[src/rtl/cms_pkg.sv]
package cms_pkg;

  typedef enum logic [2:0] {
    ST_IDLE  = 3'd0,
    ST_FLUSH = 3'd1,
    ST_ARM   = 3'd2,
    ST_ISSUE = 3'd3,
    ST_WAIT  = 3'd4,
    ST_QUIET = 3'd5,
    ST_DONE  = 3'd6
  } cms_state_e;

  // One access of an element's march step
  typedef struct packed {
    logic we;      // write access
    logic inv;     // use complemented pattern
    logic allow;   // memory access expected on the bus
    logic last;    // final access of the element
  } cms_op_t;

endpackage

[src/rtl/cms_step.sv]
module cms_step
  import cms_pkg::*;
(
  input  logic       pass2,
  input  logic [1:0] step,
  input  logic       wb_mode,
  output cms_op_t    op
);

  always_comb begin
    if (pass2) begin
      // read(miss) , write ~b (hit) , read(hit)
      op.we    = (step == 2'd1);
      op.allow = (step == 2'd0) || ((step == 2'd1) && !wb_mode);
      op.last  = (step == 2'd2);
      op.inv   = (step != 2'd0);
    end else begin
      // write b (miss) , read(hit)
      op.we    = (step == 2'd0);
      op.allow = (step == 2'd0);
      op.last  = (step == 2'd1);
      op.inv   = 1'b0;
    end
  end

endmodule

[src/rtl/cms_walk.sv]
module cms_walk #(
  parameter int ND = 4,
  parameter int NB = 8,
  parameter int WW = 2,
  parameter int BW = 3
) (
  input  logic          clk,
  input  logic          rst_n,
  input  logic          clr,
  input  logic          adv,
  output logic [WW-1:0] word,
  output logic [BW-1:0] blk,
  output logic          last
);

  localparam logic [WW-1:0] WORD_MAX = WW'(ND - 1);
  localparam logic [BW-1:0] BLK_MAX  = BW'(NB - 1);

  logic [WW-1:0] word_q, word_d;
  logic [BW-1:0] blk_q, blk_d;

  always_comb begin
    word_d = word_q;
    blk_d  = blk_q;
    if (clr) begin
      word_d = '0;
      blk_d  = '0;
    end else if (adv) begin
      if (blk_q == BLK_MAX) begin
        blk_d  = '0;
        word_d = word_q + 1'b1;
      end else begin
        blk_d  = blk_q + 1'b1;
      end
    end
  end

  always_ff @(posedge clk or negedge rst_n) begin
    if (!rst_n) begin
      word_q <= '0;
      blk_q  <= '0;
    end else if (clr || adv) begin
      word_q <= word_d;
      blk_q  <= blk_d;
    end
  end

  assign word = word_q;
  assign blk  = blk_q;
  assign last = (word_q == WORD_MAX) && (blk_q == BLK_MAX);

  // block index is the inner loop
  a_r5_inner_first: assert property (@(posedge clk) disable iff (!rst_n)
    (adv && !clr && (blk_q != BLK_MAX)) |=>
      (word_q == $past(word_q)) && (blk_q == BW'($past(blk_q) + 1'b1)));

  // word index only moves on a block wrap
  a_r5_outer_wrap: assert property (@(posedge clk) disable iff (!rst_n)
    (adv && !clr && (blk_q == BLK_MAX)) |=> (blk_q == '0));

endmodule

[src/rtl/cache_march_seq.sv]
module cache_march_seq
  import cms_pkg::*;
#(
  parameter int AW = 32,
  parameter int DW = 32,
  parameter int ND = 4,
  parameter int NB = 8,
  localparam int WW = (ND > 1) ? $clog2(ND) : 1,
  localparam int BW = (NB > 1) ? $clog2(NB) : 1
) (
  input  logic          clk,
  input  logic          rst_n,
  input  logic          start,
  input  logic          abort,
  input  logic          wb_mode,
  input  logic [DW-1:0] pattern,
  output logic          flush_req,
  input  logic          flush_ack,
  output logic [WW-1:0] elem_word,
  output logic [BW-1:0] elem_blk,
  input  logic [AW-1:0] agen_addr,
  output logic          req_valid,
  input  logic          req_ready,
  output logic          req_we,
  output logic [AW-1:0] req_addr,
  output logic [DW-1:0] req_wdata,
  input  logic          rsp_valid,
  input  logic [DW-1:0] rsp_rdata,
  output logic          arm_stb,
  output logic          arm_allow,
  output logic          idle_stb,
  output logic          done,
  output logic          fail,
  output logic [WW-1:0] fail_word,
  output logic [BW-1:0] fail_blk
);

  cms_state_e    state_q, state_d;
  logic          pass_q, pass_d;
  logic [1:0]    step_q, step_d;
  logic          fail_q, fail_d;
  logic [WW-1:0] fw_q, fw_d;
  logic [BW-1:0] fb_q, fb_d;
  logic          walk_clr, walk_adv, walk_last;
  logic          acc_done, busy;
  logic [DW-1:0] exp_data;
  cms_op_t       op;

  cms_step u_step (
    .pass2   (pass_q),
    .step    (step_q),
    .wb_mode (wb_mode),
    .op      (op)
  );

  cms_walk #(.ND(ND), .NB(NB), .WW(WW), .BW(BW)) u_walk (
    .clk   (clk),
    .rst_n (rst_n),
    .clr   (walk_clr),
    .adv   (walk_adv),
    .word  (elem_word),
    .blk   (elem_blk),
    .last  (walk_last)
  );

  assign exp_data = op.inv ? ~pattern : pattern;
  assign busy     = (state_q != ST_IDLE) && (state_q != ST_DONE);

  // next-state process
  always_comb begin
    state_d  = state_q;
    pass_d   = pass_q;
    step_d   = step_q;
    fail_d   = fail_q;
    fw_d     = fw_q;
    fb_d     = fb_q;
    walk_clr = 1'b0;
    walk_adv = 1'b0;
    acc_done = 1'b0;
    if (busy && abort) begin
      fail_d  = 1'b1;
      fw_d    = elem_word;
      fb_d    = elem_blk;
      state_d = ST_DONE;
    end else begin
      case (state_q)
        ST_IDLE, ST_DONE: begin
          if (start) begin
            state_d  = ST_FLUSH;
            fail_d   = 1'b0;
            pass_d   = 1'b0;
            step_d   = 2'd0;
            walk_clr = 1'b1;
          end
        end
        ST_FLUSH: if (flush_ack) state_d = ST_ARM;
        ST_ARM:   state_d = ST_ISSUE;
        ST_ISSUE: begin
          if (req_ready) begin
            if (op.we) acc_done = 1'b1;
            else       state_d  = ST_WAIT;
          end
        end
        ST_WAIT: begin
          if (rsp_valid) begin
            if (rsp_rdata != exp_data) begin
              fail_d  = 1'b1;
              fw_d    = elem_word;
              fb_d    = elem_blk;
              state_d = ST_DONE;
            end else begin
              acc_done = 1'b1;
            end
          end
        end
        ST_QUIET: begin
          step_d = 2'd0;
          if (walk_last) begin
            if (!pass_q) begin
              pass_d   = 1'b1;
              walk_clr = 1'b1;
              state_d  = ST_ARM;
            end else begin
              state_d  = ST_DONE;
            end
          end else begin
            walk_adv = 1'b1;
            state_d  = ST_ARM;
          end
        end
        default: state_d = ST_IDLE;
      endcase
      if (acc_done) begin
        if (op.last) begin
          state_d = ST_QUIET;
        end else begin
          step_d  = step_q + 2'd1;
          state_d = ST_ARM;
        end
      end
    end
  end

  // register process
  always_ff @(posedge clk or negedge rst_n) begin
    if (!rst_n) begin
      state_q <= ST_IDLE;
      pass_q  <= 1'b0;
      step_q  <= 2'd0;
      fail_q  <= 1'b0;
      fw_q    <= '0;
      fb_q    <= '0;
    end else begin
      state_q <= state_d;
      pass_q  <= pass_d;
      step_q  <= step_d;
      fail_q  <= fail_d;
      fw_q    <= fw_d;
      fb_q    <= fb_d;
    end
  end

  assign flush_req = (state_q == ST_FLUSH);
  assign arm_stb   = (state_q == ST_ARM);
  assign arm_allow = arm_stb && op.allow;
  assign req_valid = (state_q == ST_ISSUE);
  assign req_we    = op.we;
  assign req_addr  = agen_addr;
  assign req_wdata = exp_data;
  assign idle_stb  = (state_q == ST_QUIET);
  assign done      = (state_q == ST_DONE);
  assign fail      = fail_q;
  assign fail_word = fw_q;
  assign fail_blk  = fb_q;

  // flush request held until acknowledged
  a_r1_flush_hold: assert property (@(posedge clk) disable iff (!rst_n)
    (flush_req && !flush_ack && !abort) |=> flush_req);

  // an arm strobe leads straight into a request
  a_r2_arm_then_req: assert property (@(posedge clk) disable iff (!rst_n)
    (arm_stb && !abort) |=> req_valid);

  // strobes and requests are mutually exclusive
  a_r2_exclusive: assert property (@(posedge clk) disable iff (!rst_n)
    $onehot0({flush_req, arm_stb, req_valid, idle_stb, done}));

  // stalled request stays stable
  a_r6_hold: assert property (@(posedge clk) disable iff (!rst_n)
    (req_valid && !req_ready && !abort) |=>
      req_valid && $stable(req_addr) && $stable(req_we) && $stable(req_wdata));

  // mismatching read ends the run as failed
  a_r7_mismatch: assert property (@(posedge clk) disable iff (!rst_n)
    ((state_q == ST_WAIT) && rsp_valid && (rsp_rdata != exp_data)) |=> done && fail);

  // abort stops the run as failed
  a_r9_abort: assert property (@(posedge clk) disable iff (!rst_n)
    (busy && abort) |=> done && fail);

  // fail is sticky until a start
  a_r10_fail_sticky: assert property (@(posedge clk) disable iff (!rst_n)
    (fail && !start) |=> fail);

endmodule

[config.mk]
export PLATFORM = sky130hd
export DESIGN_NAME = cache_march_seq
export DESIGN_NICKNAME = d
export VERILOG_FILES = /design/src/rtl/cms_pkg.sv /design/src/rtl/cms_step.sv /design/src/rtl/cms_walk.sv /design/src/rtl/cache_march_seq.sv
export SDC_FILE = /design/constraint.sdc
export NUM_CORES = 1
export LEC_CHECK = 0
export BUFFER_PORTS_ARGS = -buffer_cell sky130_fd_sc_hd__buf_2
export CORE_ASPECT_RATIO = 1.2
export CORE_UTILIZATION = 44
export CTS_CLUSTER_SIZE = 40
export DETAILED_ROUTE_END_ITERATION = 7
export GPL_TIMING_DRIVEN = 1
export PLACE_DENSITY = 0.86
export SYNTH_ARGS = -nofsm -noshare
export SYNTH_HDL_FRONTEND = slang
export SYNTH_SLANG_ARGS = --single-unit
[constraint.sdc]
create_clock -name clk -period 5.1 [get_ports clk]
set_input_delay 0.51 -clock clk [delete_from_list [all_inputs] [get_ports clk]]
set_output_delay 0.51 -clock clk [all_outputs]
set_load 0.03 [all_outputs]
* Word-level counts from Yosys, hierarchy flattened
Index checks and enable logic that the tools add are counted. W data, S select, Z words.
Storage, ports and cells: input port bits 104, flip-flop bits (word level) 17
Cells by class: multiplexer cells 53, add/subtract/negate cells 3, reductions and logical operators 26, bitwise operators 2, equality and inequality tests 23
Operators with widths (count):
- $mux W3 | 18
- $mux W32 | 1
- $ne A32 B32 Y1 | 1
- $not A32 Y32 | 1
- $mux W2 | 10
- $pmux W3 S6 | 1
- $mux W1 | 17
- $reduce_bool A2 Y1 | 7
- $eq A3 B3 Y1 const B | 4
- $ne A3 B3 Y1 const B | 4
- $ne A4 B4 Y1 const B | 3
- $ne A4 B1 Y1 const B | 2
- $pmux W1 S2 | 4
- $reduce_and A4 Y1 | 2
- $eq A3 B2 Y1 const B | 2
- $reduce_and A3 Y1 | 2
- $reduce_and A6 Y1 | 1
- $reduce_bool A3 Y1 | 2
- $logic_and A1 B1 Y1 | 5
- $add A2 B1 Y2 const B | 2
- $eq A2 B2 Y1 const B | 2
- $mux W4 | 1
- $ne A4 B2 Y1 const B | 1
- $pmux W2 S2 | 1
- 12 further kinds | 13

* Logic depth before layout (Yosys ltp)
Gate-level depths: netlist of the first run.
word-level depth 12, depth in mapped cells 8, depth with buffers taken out 8

* By module
A second synthesis of the first run with hierarchy kept.
Unflattened totals: cells, all modules 256, area total of the unflattened synthesis 2169.6 um2
Modules (own cells, without submodules):
- cache_march_seq | cells an instance 224, seq. area each 300.3 um2, area each 1840.5 um2, instances 1
- cms_walk | cells an instance 24, seq. area each 125.1 um2, area each 279.0 um2, instances 1
- cms_step | cells an instance 8, seq. area each 0.0 um2, area each 50.0 um2, instances 1

* Least setup slack after synthesis of the first run
Ideal clock, no wire load.
path kind register -> output, start point register step_q[0], end point output req_wdata[19], arrival time 2103 ps, path slack 2487 ps, cell stages (with the launch flop) 7, path buffers 2, path through dfrtp_1 inv_1 ha_1 nand2b_1 buf_1 buf_1 xnor2_1
Between the ends: cells in the longest elaborated chain, start to end 3
RTL lines:
- start: declaration | line cache_march_seq.sv:40 | logic [1:0] step_q, step_d;
- start signal: assignment | line cache_march_seq.sv:156 | step_q <= step_d;
- $reduce_bool A2 Y1 | line cms_step.sv:16 | op.inv = (step != 2'd0);
- $mux W4 | line cms_step.sv:11 | if (pass2) begin
- $mux W32 | line cache_march_seq.sv:66 | assign exp_data = op.inv ? ~pattern : pattern;
- end: declaration | line cache_march_seq.sv:26 | output logic [DW-1:0] req_wdata,
Every way passes these cells.

* Worst setup path after layout of the first run
start point register step_q[0], end point register state_q[2]
Between the ends: cells in the longest elaborated chain, start to end 10
RTL lines:
- $reduce_bool A2 Y1 | line cms_step.sv:16
- $mux W4 (*) | line cms_step.sv:11
- $mux W32 | line cache_march_seq.sv:66
- $ne A32 B32 Y1 | line cache_march_seq.sv:106 | if (rsp_rdata != exp_data) begin
- $mux W1 | line cache_march_seq.sv:106
- $mux W1 | line cache_march_seq.sv:105 | if (rsp_valid) begin
- $pmux W1 S2 | line cache_march_seq.sv:86 | case (state_q)
- $mux W1 | line cache_march_seq.sv:80 | if (busy && abort) begin
- $ne A4 B4 Y1 (no source line) (tied with other cells)
- $reduce_and A6 Y1 (no source line) or $mux W3 (tied branches)
- end signal: assignment | line cache_march_seq.sv:154 | state_q <= state_d;
- end: declaration | line cache_march_seq.sv:38 | cms_state_e state_q, state_d;
Mark *: on every way between the ends. The rest lies on a longest branch, timed or not. The select of a mux whose other input is x is not followed. A chain may end at the register's enable or synchronous reset.

==> reports/qor.yml, run 1 <==
die:
  design.die.area_sq_um: 5875
  dieWidth_microns: 70.14
  fp.coreArea_sq_um: 5334
  initial_core_util_pct: 45.95
  die_y_microns: 83.76
  ios: 186
  rows: 29
power:
  powerDensity_nw_per_um2: 315.1
  leakage_nw: 1.379
  ir_drop_v: 0.0001582
final_layout:
  multi_input_comb_area_sq_um: 1710
  fill_cells: 479
  final_cells: 445
  syn_to_final_growth_pct: 18.27
  drive_above_1_share_pct: 34.74
  final_common_cell: "buf_2"
  utilization_pct: 54.35
  final_nets: 491
  layout_common_cells: "buf_2 (121), xnor2_1 (60), mux2i_1 (19), nand2_1 (18), dfrtp_1 (17)"
  final_cell_area_sq_um: 2899
  ff_latch_area_sq_um: 425.4
placed_design:
  dp_hpwl_microns: 5700
  gp_congestion: 0.9407
  portBuffers: 121
  dp.cells: 438
  place_area_sq_um: 2845
  pre_cts_ws_ns: 1.998
yosys:
  synth_nets: 410
  synth_ff_type: "dfrtp_1"
  yosysTopAreaCellShare_pct: 21.44
  yosys.area.top_type: "xnor2_1"
  yosys.area_share.simple_pct: 17.82
  synth_area_sq_um: 2451
  synth-async-reset-ratio_pct: 100.0
  seq_area_frac_synth_pct: 17.36
  synth_area_leaders: "xnor2_1 (21%), dfrtp_1 (17%), buf_4 (9.8%)"
  muxShareOfSynthArea_pct: 8.218
  synth_compound_area_share_pct: 17.36
  synth_top_family_by_area: "XOR/XNOR gates"
  synth_edf_count: 0
  synthAdderAreaFrac_pct: 3.063
  yosys_warnings: 0
  synthXorXnorAreaFrac_pct: 23.23
  synth_cell_types: 49
  syn_inst: 300
  synth.avg_cell_area_sq_um: 8.170
  ys_ff_latch: 17
clock_network:
  cts_tree: "yes"
  cts_sinks: 17
  ctsHoldBuffers: 0
  clkTransAtPathRegs_ns: 0.07
  cts_buffer_depth: 2
  cts_resized: 0
  clock_latency_ns: 0.26
  cts-root-buf: "clkbuf_8"
  htreeDepth: 1
  post-cts-setup-buffer-count: 0
  cts_buffers: 3
routing:
  drcViolationCount: 0
  wl_microns: 7001
  vias: 2556
  dr.pass1.iters: 5
  drt_iter0_drc: 143
  routed_via_density: 5.744
  drtAntennaViolNets: 0
  wire_per_inst_microns: 15.73
status:
  outcome: "complete, no violations"
setup_path:
  crit_arrival_ns: 3.24
  critPathKind: "flip-flop to flip-flop"
  crit_path_max_fanout: 40
  critPathCaptureType: "flip-flop"
  cp_data_required_time_ns: 5.24
  cp-start-kind: "flip-flop"
sta:
  min_period_ns: 3.102
  worst_slack_ns: 1.998
  tightest_slew_ns: 1.157
  slew-limit-headroom_pct: 22.88
  rsz0062_at_grt: "no"
  slew_violations: 0
  setup_viol: 0
  fin_setup_tns_ns: 0
  finalHoldViolCount: 0
  clock-skew-final_ns: 0.007166
  max_freq_mhz: 322.4
  finalCritPeriodShare_pct: 60.82
hold_path:
  hold_path.class: "primary input to asynchronous set/reset pin"
grt:
  track_usage_pct: 23.16
  first_global_vias: 2301
  grt_max_degree: 41
  grt_first_pass_wirelength_microns: 10900
  grt_overflow: 0
  antenna_found_initial: 3
flow_run:
  maxCapViolations: 0
==> kinds of logic after synthesis <==
family | count (synthesis)
AOI/OAI and AO/OA | 58
buffers and inverters | 52
muxes | 20
and+or+nand+nor | 82
adders and majority gates | 6
DFF | 17
xor gates and xnor gates | 65
==> cell type report <==
type	instances	area share (%)
multi-input combinational	231	59.00
sequential	17	14.67
clock inverter	1	0.1726
antenna	3	0.2590
inverter	7	0.9063
timing repair buffer	121	20.89
clock buffer	3	1.424
tap	62	2.676
==> state kept, by name, summed over array words and instances, names as in the netlist <==
name and flops:
pass_q 1, fail 1, u_walk.blk 3, state_q 3, fail_word 2, u_walk.word 2, step_q 2, fail_blk 3
==> worst max-delay path, stage by stage (launching register included) <==
cell	delay [ns]
dfrtp_1	0.43
inv_1	0.09
ha_1	0.24
nand2b_2	0.76
nor4_1	0.52
o2111ai_2	0.28
or2_1	0.33
o32a_1	0.33
==> cell usage after synthesis (all sizes together), types with 2 or more instances <==
cell,number
a21o,2
a21oi,12
a221oi,5
a22oi,7
a2bb2oi,2
a32oi,2
and2,3
buf,36
clkbuf,9
dfrtp,17
ha,6
inv,7
mux2i,19
nand2,18
nand2b,5
nand3,7
nand4,6
nor2,10
nor2b,10
nor3,6
nor4,4
o2111ai,3
o21a,3
o21ai,6
o22ai,7
o311ai,2
or2,2
or3,2
or4,6
xnor2,60
xor2,5
==> through the flow <==
stage	power [mW]	hold WS [ns]
floorplan	0.6932	0.2144
global placement	0.7817	0.4485
detailed placement	0.8007	0.4587
CTS	0.9056	0.1733
global route	0.9756	0.1861
finish	0.9135	0.1610
==> path summary, 6_finish.rpt <==
| path | startpoint | end | slack [ns] | cells past startpoint |
|---|---|---|---|---|
| worst max-delay path | step_q[0] | state_q[2] | 2.00 | 7 |
| worst min-delay path | rst_n | u_walk.blk[1] | 0.16 | 1 |
| worst max register to register | step_q[0] | state_q[2] | 2.00 | 7 |
| worst min register to register | step_q[0] | step_q[0] | 0.61 | 1 |
| max in group asynchronous | rst_n | state_q[0] | 4.65 | 1 |
| min in group clk | start | pass_q | 0.60 | 4 |
==> layer usage <==
metal	up-vias	wire length (microns)	GRT usage, %
met4	2	231	10.00
met1	1166	2485	24.14
li1	1210	-	-
met2	153	3538	41.78
met3	25	733	7.609
met5	-	12	0
==> report_power, final <==
group          leakage (nW)  switching (mW)  internal (mW)
registers             0.219          0.0913          0.166
logic                  1.13           0.327          0.224
clock network        0.0255          0.0507         0.0544
total                  1.38           0.469          0.444
No activity file was read; power rests on OpenSTA's default activity.
==> run 2, diff against run 1 <==
Settings changed: CORE_UTILIZATION 44 to 41, PLACE_DENSITY 0.86 to 0.81.
Clock period 5.1 ns to 3.13 ns, I/O delays scaled along.
==> reports/qor.yml, run 2 (synthesized netlist as in run 1, its figures left out) <==
sta:
  tightest_slew_ns: 0.6191
  rsz0062_at_grt: "no"
  slew-limit-headroom_pct: 58.29
  min_period_ns: 2.734
  slew_violations: 0
  finalHoldViolCount: 0
  fin_setup_tns_ns: 0
  clock-skew-final_ns: 0.001898
  setup_viol: 0
  max_freq_mhz: 365.7
  finalCritPeriodShare_pct: 87.36
clock_network:
  cts_tree: "yes"
  cts_buffer_depth: 2
  htreeDepth: 1
  clock_latency_ns: 0.25
  cts_buffers: 3
  cts_resized: 0
  post-cts-setup-buffer-count: 0
  cts-root-buf: "clkbuf_8"
  cts_sinks: 17
  clkTransAtPathRegs_ns: 0.07
final_layout:
  syn_to_final_growth_pct: 21.39
  fill_cells: 554
  final_cell_area_sq_um: 2975
  utilization_pct: 52.15
  ff_latch_area_sq_um: 425.4
  layout_common_cells: "buf_2 (121), xnor2_1 (60), mux2i_1 (19), nand2_1 (18), dfrtp_1 (17)"
  final_common_cell: "buf_2"
  multi_input_comb_area_sq_um: 1710
  drive_above_1_share_pct: 35.40
  final_nets: 498
grt:
  first_global_vias: 2361
  grt_first_pass_wirelength_microns: 10910
  grt_max_degree: 22
  track_usage_pct: 22.30
  antenna_found_initial: 2
  grt_overflow: 0
placed_design:
  place_area_sq_um: 2913
  portBuffers: 121
  dp_hpwl_microns: 6000
  gp_congestion: 0.8785
power:
  intPower_uw: 757.1
  switching_share_pct: 50.55
  p_total_mw: 1.531
  leakage_nw: 1.408
  p_switching_uw: 773.9
  p_seq_share_pct: 22.7
  ir_drop_v: 0.0002487
  p_clk_share_pct: 11.3
  powerDensity_nw_per_um2: 514.6
  combPwrFrac_pct: 66.0
setup_path:
  critPathKind: "flip-flop to flip-flop"
  cp_data_required_time_ns: 3.27
  critPathCaptureType: "flip-flop"
  crit_start: "step_q[0]"
  crit_path_max_fanout: 18
  crit_arrival_ns: 2.87
  cp-start-kind: "flip-flop"
  r2r-start: "step_q[0]"
hold_path:
  hold_path.class: "primary input to flip-flop"
  min_from: "start"
die:
  die_y_microns: 86.70
  dieWidth_microns: 72.58
  design.die.area_sq_um: 6293
  initial_core_util_pct: 42.96
  ios: 186
  rows: 30
  fp.coreArea_sq_um: 5705
routing:
  wire_per_inst_microns: 15.41
  vias: 2538
  dr.pass1.iters: 4
  wl_microns: 7243
  drtAntennaViolNets: 0
  drcViolationCount: 0
  routed_via_density: 5.400
  drt_iter0_drc: 145
status:
  outcome: "complete, no violations"
flow_run:
  maxCapViolations: 0
## run 2: final timing paths
| path | endpoint | slack [ns] | depth (start not counted) |
|---|---|---|---|
| setup / recovery | state_q[2] | 0.40 | 8 |
| hold / removal | fail | 0.43 | 3 |
| setup reg to reg | state_q[2] | 0.40 | 8 |
| hold reg to reg | fail | 0.60 | 2 |
| max in group asynchronous | state_q[1] | 2.32 | 2 |
| min in group asynchronous | fail_blk[1] | 0.53 | 2 |
## run 2: stage by stage
stage	worst slack [ns]	hold slack, ns	instances
6_report	0.3955	0.4262	470
5_1_grt	0.1926	0.4450	467
4_1_cts	0.3748	0.4228	467
3_3_place_gp	0.5508	0.2606	462
3_5_place_dp	0.3945	0.2700	462
2_1_floorplan	0.7073	0.01741	300
## run 2: area by class of cell
| cell class | instances | share of cell area [%] |
|---|---|---|
| timing repair buffer | 128 | 22.20 |
| antenna | 3 | 0.2523 |
| clock buffer | 4 | 1.514 |
| multi-input combinational | 231 | 57.49 |
| tap | 80 | 3.364 |
| sequential | 17 | 14.30 |
| inverter | 7 | 0.8831 |
## run 2: critical path, stage by stage (launching register included)
cell	delay (ns)
dfrtp_1	0.43
inv_1	0.12
ha_1	0.21
nand2b_2	0.33
buf_4	0.35
mux2i_1	0.28
o2111ai_2	0.24
or2_1	0.31
o32a_1	0.34
## run 2: what timing repair did
action | 4_1_cts | 5_1_grt
setup endpoints to repair | 0 | 0
endpoints found under the hold margin | 17 | 0
hold buffers | 1 | 0
## run 2: metal layers
metal	vias to the layer above	GRT usage [%]	wire (microns)
met5	-	0	13
met1	1178	26.24	2773
met3	10	5.465	736
met4	2	2.496	48
met2	128	41.55	3671
li1	1220	-	-
## run 2: power by group through the flow
stage | Clock [mW] | Sequential, mW | Combinational (mW)
global placement | 0 | 0.344 | 0.975
global route | 0.188 | 0.354 | 1.10
finish | 0.173 | 0.347 | 1.01
CTS | 0.176 | 0.344 | 1.00
floorplan | 0 | 0.364 | 0.765
detailed placement | 0 | 0.349 | 1.00
==> run 3, diff against run 2 <==
==> constraint.sdc (replaced) <==
create_clock -name clk -period 3.13 [get_ports clk]
set_input_delay 0.1565 -clock clk [delete_from_list [all_inputs] [get_ports clk]]
set_output_delay 0.1565 -clock clk [all_outputs]
set_load 0.03 [all_outputs]
==> reports/qor.yml, run 3 (synthesized netlist as in run 1, its figures left out) <==
grt:
  grt_overflow: 0
  grt_max_degree: 22
  track_usage_pct: 22.76
  first_global_vias: 2482
  grt_first_pass_wirelength_microns: 11180
  antenna_found_initial: 2
final_layout:
  fill_cells: 553
  final_common_cell: "buf_2"
  syn_to_final_growth_pct: 21.49
  final_nets: 498
  drive_above_1_share_pct: 35.40
  utilization_pct: 52.19
  layout_common_cells: "buf_2 (121), xnor2_1 (60), mux2i_1 (19), nand2_1 (18), dfrtp_1 (17)"
setup_path:
  critPathKind: "flip-flop to flip-flop"
  r2r_setup_slack_ns: 0.47
  crit_arrival_ns: 2.84
  crit_path_max_fanout: 16
  cp-start-kind: "flip-flop"
  cp_data_required_time_ns: 3.31
  critPathCaptureType: "flip-flop"
power:
  powerDensity_nw_per_um2: 512.7
  p_total_mw: 1.527
  combPwrFrac_pct: 65.5
  p_seq_share_pct: 23.3
  leakage_nw: 1.408
  p_clk_share_pct: 11.2
  ir_drop_v: 0.0002394
  p_switching_uw: 771.5
  intPower_uw: 755.2
  switching_share_pct: 50.53
sta:
  worst_slack_ns: 0.4738
  rsz0062_at_grt: "no"
  tightest_slew_ns: 0.5896
  finalHoldViolCount: 0
  fin_setup_tns_ns: 0
  min_period_ns: 2.656
  slew_violations: 0
  slew-limit-headroom_pct: 60.43
  max_freq_mhz: 376.5
  hold_ws_ns: 0.2676
  finalCritPeriodShare_pct: 84.86
  setup_viol: 0
  clock-skew-final_ns: 0.002098
die:
  design.die.area_sq_um: 6293
  ios: 186
  initial_core_util_pct: 42.96
  fp.coreArea_sq_um: 5705
  dieWidth_microns: 72.58
  rows: 30
  die_y_microns: 86.70
clock_network:
  post-cts-setup-buffer-count: 0
  clock_latency_ns: 0.26
  clkTransAtPathRegs_ns: 0.07
  cts_tree: "yes"
  cts_sinks: 17
  cts-root-buf: "clkbuf_8"
  htreeDepth: 1
  cts_buffers: 3
  cts_buffer_depth: 2
  cts_resized: 0
routing:
  wire_per_inst_microns: 15.48
  wl_microns: 7289
  met1_length_microns: 2901
  drcViolationCount: 0
  vias: 2592
  routed_via_density: 5.503
  wl_met2_microns: 3614
  top_layer_used: "met5"
  wl_met3_microns: 631
  dr.pass1.iters: 4
  drt_iter0_drc: 139
  drtAntennaViolNets: 0
hold_path:
  hold_path.class: "primary input to flip-flop"
placed_design:
  portBuffers: 121
  pre_cts_ws_ns: 0.5233
  dp_hpwl_microns: 6009
  gp_congestion: 0.9821
status:
  outcome: "complete, no violations"
flow_run:
  maxCapViolations: 0
## run 3: changes by cell type in the layout (fill, tap and decap cells not counted), sizes merged
cell	change
diode	+1
## run 3: routing by layer
layer / up-vias / track usage (%)
met5: - / 0
met4: 2 / 6.239
met3: 16 / 4.767
met2: 137 / 42.06
met1: 1219 / 26.11
li1: 1218 / -
## run 3: area by class of cell
type / instances / area (sq um) / area share [%]
sequential: 17 / 425.4 / 14.29
timing repair buffer: 128 / 660.6 / 22.18
antenna: 4 / 10.01 / 0.3361
multi-input combinational: 231 / 1710 / 57.44
tap: 80 / 100.1 / 3.361
inverter: 7 / 26.28 / 0.8824
clock buffer: 4 / 45.04 / 1.513
## run 3: critical path: stages (launching register included)
cell,delay (ns)
dfrtp_1,0.45
inv_1,0.10
ha_1,0.25
nand2b_2,0.41
nor4_1,0.41
o2111ai_2,0.27
o21ai_2,0.45
mux2i_1,0.24
## run 3: what timing repair did
item	CTS	global route
endpoints found under the setup margin	0	0
hold endpoints to repair	17	0
hold buffers	1	0
## run 3: per-stage QoR
step                      area [sq um]  cells
after floorplan                   2451    300
after detailed placement          2913    462
after global placement            2913    462
final                             2978    471
after global routing              2968    467
after CTS                         2968    467
## run 3: path summary, 6_finish.rpt
check | start | endpoint | cells after the start
min reg2reg | fail | fail | 2
min in group asynchronous | rst_n | fail_blk[1] | 2
max in group asynchronous | rst_n | u_walk.word[1] | 2
max | step_q[0] | fail_word[0] | 7
max reg2reg | step_q[0] | fail_word[0] | 7
min | start | fail | 3
## run 3: power by group through the flow
stage	Combinational [mW]	Clock (mW)	Sequential, mW
6_report	1.00	0.171	0.356
2_1_floorplan	0.765	0	0.364
3_5_place_dp	0.990	0	0.355
4_1_cts	0.995	0.171	0.352
3_3_place_gp	0.973	0	0.348
5_1_grt	1.09	0.183	0.360
